`src/rtl/spi_shift_master.sv`:
```
module spi_shift_master #(
  parameter int DW   = 32,
  parameter int LW   = $clog2(DW),
  parameter int DIVW = 16
) (
  input  logic            clk,
  input  logic            rst_n,
  input  logic [DIVW-1:0] baud_div,
  input  logic [LW-1:0]   word_len_m1,
  input  logic            cpol,
  input  logic            lead_sample,
  input  logic            idle_lvl,
  input  logic            msb_first,
  input  logic            loopback,
  input  logic            tx_off,
  input  logic            rx_off,
  input  logic [DW-1:0]   tx_data,
  input  logic            tx_valid,
  output logic            tx_ready,
  output logic [DW-1:0]   rx_data,
  output logic            rx_valid,
  input  logic            rx_ready,
  output logic            sck,
  output logic            mosi,
  input  logic            miso,
  output logic            busy
);
  localparam int PW = LW + 1;

  logic            active;
  logic [DIVW-1:0] hcnt;
  logic [PW-1:0]   ph;
  logic [DW-1:0]   txw, rxw;
  logic [LW-1:0]   bit_no, idx;
  logic            phase_end, word_end, stall, done, take;

  assign bit_no    = ph[PW-1:1];
  assign idx       = msb_first ? word_len_m1 - bit_no : bit_no;
  assign phase_end = active && (hcnt == baud_div);
  assign word_end  = phase_end && (ph == {word_len_m1, 1'b1});
  assign stall     = word_end && !rx_off && rx_valid && !rx_ready;
  assign done      = word_end && !stall;
  assign tx_ready  = !tx_off && (!active || done);
  assign take      = tx_valid && tx_ready;
  assign busy      = active;
  assign sck       = active ? (cpol ^ ph[0] ^ !lead_sample) : idle_lvl;
  assign mosi      = active & txw[idx];

  always_ff @(posedge clk or negedge rst_n) begin
    if (!rst_n) begin
      active   <= 1'b0;
      hcnt     <= '0;
      ph       <= '0;
      txw      <= '0;
      rxw      <= '0;
      rx_data  <= '0;
      rx_valid <= 1'b0;
    end else begin
      if (take) begin
        active <= 1'b1;
        hcnt   <= '0;
        ph     <= '0;
        txw    <= tx_data;
        rxw    <= '0;
      end else if (done) begin
        active <= 1'b0;
      end else if (phase_end && !stall) begin
        hcnt <= '0;
        ph   <= ph + 1'b1;
      end else if (active && !stall) begin
        hcnt <= hcnt + 1'b1;
      end

      if (phase_end && !ph[0])
        rxw[idx] <= loopback ? mosi : miso;

      if (done && !rx_off) begin
        rx_data  <= rxw;
        rx_valid <= 1'b1;
      end else if (rx_ready) begin
        rx_valid <= 1'b0;
      end
    end
  end
endmodule

```
`config.mk`:
```
export PLATFORM = sky130hd
export DESIGN_NAME = spi_shift_master
export DESIGN_NICKNAME = d
export VERILOG_FILES = /design/src/rtl/spi_shift_master.sv
export SDC_FILE = /design/constraint.sdc
export NUM_CORES = 1
export LEC_CHECK = 0
export ABC_AREA = 1
export BUFFER_PORTS_ARGS = -buffer_cell sky130_fd_sc_hd__clkbuf_2
export CORE_UTILIZATION = 61
export DETAILED_ROUTE_END_ITERATION = 16
export PLACE_DENSITY = 0.88
export SLEW_MARGIN = 20
export SYNTH_ARGS = -nofsm -noshare
export SYNTH_HDL_FRONTEND = slang
export SYNTH_SLANG_ARGS = --single-unit
```
`constraint.sdc`:
```
create_clock -name clk -period 4.8 [get_ports clk]
set_input_delay 0.96 -clock clk [delete_from_list [all_inputs] [get_ports clk]]
set_output_delay 0.96 -clock clk [all_outputs]
set_load 0.03 [all_outputs]
```
* Yosys cells after proc, flatten, opt, wreduce, memory -nomap -nowiden
Index checks and enable logic that the tools add are counted.
** Word-level totals
- Bits of input ports :: 65
- Output and inout port bits :: 37
- Bits in registers :: 120
** Operators by class
- Mux-type cells :: 21
- Equal/unequal tests :: 3
- Order comparisons :: 2
- Bitwise gates (word level) :: 3
- Reduce and logical (&&, ||, !) cells :: 27
- Add/subtract/negate cells :: 3
** Operators by type and width (number)
- 2-to-1 mux 16 bit :: 4
- 2-to-1 mux 32 bit :: 2
- bitwise mux 32 bit :: 1
- 2-to-1 mux 6 bit :: 3
- adder 16 x 1 -> 16 bit (second input constant) :: 1
- == test 16 bit :: 1
- logical AND 1 bit :: 13
- 2-to-1 mux 1 bit :: 8
- zero test 1 bit :: 7
- adder 6 x 1 -> 6 bit (second input constant) :: 1
- == test 6 bit :: 1
- < comparator 5 x 6 -> 1 bit (second input constant) :: 1
- nonzero test 2 bit :: 3
- binary-select mux 1 bit (select 5 bit) :: 1
- demux 1 bit (select 5 bit) :: 1
- >= comparator 5 x 1 -> 1 bit (second input constant) :: 1
- 2-to-1 mux 5 bit :: 1
- subtractor 5 bit :: 1
- AND reduction 2 bit :: 2
- nonzero test 3 bit :: 1
- inequality test 2 x 1 -> 1 bit (second input constant) :: 1
- bitwise XOR 1 bit :: 2
- bitwise AND 1 bit :: 1
- logical OR 1 bit :: 1

* Longest topological paths before layout
- Word-level depth :: 14
- Mapped depth :: 20
- Mapped depth without buffers :: 19

* Worst setup path before layout
Ideal clock, no wire load.
- Path type :: input to output
- Start :: input port word_len_m1[0]
- End :: output port mosi
- Stages :: 12
- Setup slack :: 0.762 ns
- Path buffers :: 0
- Data arrival time :: 3.078 ns
- Data required time :: 3.840 ns
- Cell sequence :: inv_1 > ha_1 > inv_1 > fa_1 > xor2_1 > o21ai_2 > inv_1 > nand2_1 > nand2_1 > nand2_1 > nand2_1 > nor3_1
** On the way
- Word-level cells in the longest chain between the ends :: 5
** Ends and longest elaborated chain
- start, declared :: RTL line 9 : input logic [LW-1:0] word_len_m1,
- subtractor 5 bit :: RTL line 38 : assign idx = msb_first ? word_len_m1 - bit_no : bit_no;
- 2-to-1 mux 5 bit :: RTL line 38
- binary-select mux 1 bit (select 5 bit) :: RTL line 47 : assign mosi = active & txw[idx];
- 2-to-1 mux 1 bit (implied by the code) :: RTL line 47
- bitwise AND 1 bit :: RTL line 47
- end, declared :: RTL line 24 : output logic mosi,
No other way between the ends. The select of a mux whose other input is x is not followed.

* Worst setup path after layout
Ends and elaborated chain as after synthesis.

==> summary.txt <==
Clock transition at path regs -> 50 ps
total track usage -> 0.293
PwrDens -> 413 nW/µm²
IO Port Bufs -> 101
root buf cell -> clkbuf_16
sequential power share -> 0.393
Max-slew headroom -> 0.338
synthesized area -> 6930 µm²
vias in the first global route -> 5,938
Worst path slowest cell -> fa_1
YS warnings -> 0
worst skew pair latency -> 420 ps
placed inst area -> 7450 µm²
CP Class -> input pin to output pin
Finish-stage setup viols -> 0
ys flop type -> dfrtp_1
die area -> 11,800 µm²
WL/cell -> 12.6 µm
EDFF count, synth -> 0
Pre-antenna DRT Iters -> 5
Final Hold Slack -> 475 ps
worst-margin pin slew -> 993 ps
Gate Count Post-Synth -> 1,021
final instance area -> 8030 µm²
Async SR Flop Fraction -> 1.00
share of cells above drive strength 1 -> 0.139
hold buffers post-CTS -> 0
Slew Viols, Final -> 0
Switching Fraction -> 0.332
Post-Syn Area per Cell -> 6.79 µm²
CP Capture Type -> output pin
gr ovfl total -> 0
VDD IR-drop max -> 268 µV
Final Skew -> 8.88 ps
NumNets Final -> 1,185
Iter 0 DRT Violations -> 567
Worst Path Max Fanout -> 11
Logic pwr share -> 0.237
Vias per Instance -> 5.08
CTS Buf Count -> 17
Worst EP required -> 3840 ps
post-route antenna net violation count -> 0
clock share of power -> 0.369
Leak -> 4.65 nW
Util after Layout -> 0.734
initial antenna violation count -> 0
first-pass GRT wire length -> 26.8 mm
Clock Sinks -> 120
area delta synth->final -> 15.8%
total negative setup slack -> 0 ps
Int Power -> 2.21 mW
Hold WC Path Type -> flip-flop to flip-flop
sequential area share after synthesis -> 0.433
Initial Utilization -> 0.634
total number of vias -> 6,437
hold path cells -> 2
DIE WIDTH -> 109 µm
postcts setup bufs -> 0
Max Cap Viol -> 0
pin count of the biggest net entering global routing -> 101
period utilization -> 0.868
FF+latch count, synth -> 120
Final Wtd Congestion -> 0.961
# rows -> 38
Psw -> 1.10 mW
I/O pin cnt -> 102
Netlist cell types -> 34
max incr delay on CP -> 480 ps
Final Critical Period -> 4170 ps
Design Power -> 3.32 mW
syn nets -> 1,093
CTS tree -> done
Residual DRC -> 0
Setup crit start kind -> input pin
Peak Freq -> 240 MHz
CORE AREA -> 10,900 µm²
Clock Tree Buf Depth -> 2
cells along the critical path -> clkbuf_2 -> inv_1 -> ha_1 -> inv_1 -> fa_1 -> nand2_1 -> o21ai_1 -> buf_4 -> clkinv_1 -> nand2_1 -> nand2_1 -> nand2_1 -> nand2_1 -> nand2_1 -> nand2_1 -> nor3_1 -> clkbuf_2
drt total wl -> 16.0 mm
Final Hold Viols -> 0
Worst R2R Path Depth -> 18
H-tree depth -> 4
status -> completed
Worst EP arrival -> 3210 ps
most used cell, CP -> nand2_1
Die Y -> 109 µm
RSZ-0062 raised after global routing -> no
post-cts repair resize count -> 0
antenna cells -> 0
detailed-placement wirelength estimate -> 11.0 mm
layout by cell type (no fill, tap or decap), types with 4 or more instances in the layout:
cell and n:
nand2_1 433, inv_1 143, dfrtp_1 120, nor2_1 106
clkbuf_2 100, nand3_1 62, o21ai_0 33, clkbuf_16 17
xor2_1 15, nand4_1 13, xnor2_1 7, nor3_1 7
buf_4 7, nand3b_1 6, inv_2 6, ha_1 6
nor4_1 4, o21ai_1 4, nand2_2 4, inv_6 4
cell type report:
class	count	area (µm²)
clock inverters	13	120
multi-input cells	715	3150
repair buffers	107	553
inverters	152	571
fillers	901	2910
well taps	140	175
flip-flops and latches	120	3000
clock buffers	19	453
final timing paths:
| kind | start | end | slack, ps |
|---|---|---|---|
| max | word_len_m1[0] | mosi | 630 |
| min | txw[16] | txw[16] | 470 |
| max reg2reg | ph[1] | rxw[23] | 1690 |
| min reg2reg | txw[16] | txw[16] | 470 |
| max in group asynchronous | rst_n | rxw[23] | 3280 |
| min in group asynchronous | rst_n | rx_data[11] | 620 |
sequential cells by signal, summed over array words and instances (netlist names):
| register | count |
|---|---|
| busy | 1 |
| hcnt | 16 |
| ph | 6 |
| rx_data | 32 |
| rx_valid | 1 |
| rxw | 32 |
| txw | 32 |
worst max-delay path: cells and delay by family:
kind | cells | cell delay, ps
buffers and inverters | 6 | 880
AND/OR/NAND/NOR | 8 | 690
adder cells (fa/ha/maj) | 2 | 610
AO/OA/AOI/OAI | 1 | 70
synth_stat cells (2+ instances only):
cell	instances	area share
a21oi_1	2	0.0014
and3_1	2	0.0018
buf_2	14	0.010
buf_4	6	0.0065
buf_6	6	0.0097
clkbuf_1	8	0.0043
clkinv_1	3	0.0016
dfrtp_1	120	0.43
ha_1	6	0.011
inv_1	143	0.077
inv_2	6	0.0032
nand2_1	433	0.23
nand2_2	4	0.0036
nand3_1	62	0.045
nand3b_1	6	0.0065
nand4_1	13	0.012
nor2_1	106	0.057
nor3_1	7	0.0051
nor4_1	4	0.0036
o21ai_0	33	0.024
o21ai_1	4	0.0029
xnor2_1	7	0.0088
xor2_1	15	0.019
per-stage QoR:
step           worst slack, ps  cells
6_report                   633   1266
5_1_grt                    391   1266
4_1_cts                    649   1266
3_5_place_dp               657   1234
3_3_place_gp               677   1234
2_1_floorplan              762   1021
cell families after synthesis:
kind of cell	after synthesis	share of synthesized area
compound gates	42	0.0347
xor+xnor	22	0.0278
fa+ha+maj	7	0.0137
buf+inv	186	0.113
flops	120	0.433
simple gates	644	0.378
metal layers:
layer	part of all wire	GRT usage	vias to the layer above
met1	0.45	0.385	2935
met5	0	0	-
met4	0.016	0.0907	0
met3	0.052	0.0549	30
li1	-	-	3267
met2	0.48	0.488	205
power by group through the flow:
stage          Clock (mW)  Combinational (mW)  Sequential [mW]
3_5_place_dp            0               0.773             1.32
3_3_place_gp            0               0.753             1.31
5_1_grt              1.27               0.910             1.32
2_1_floorplan           0               0.604             1.29
6_report             1.22               0.787             1.30
4_1_cts              1.23               0.786             1.30
Note: power is estimated with default switching activity, not from simulation.
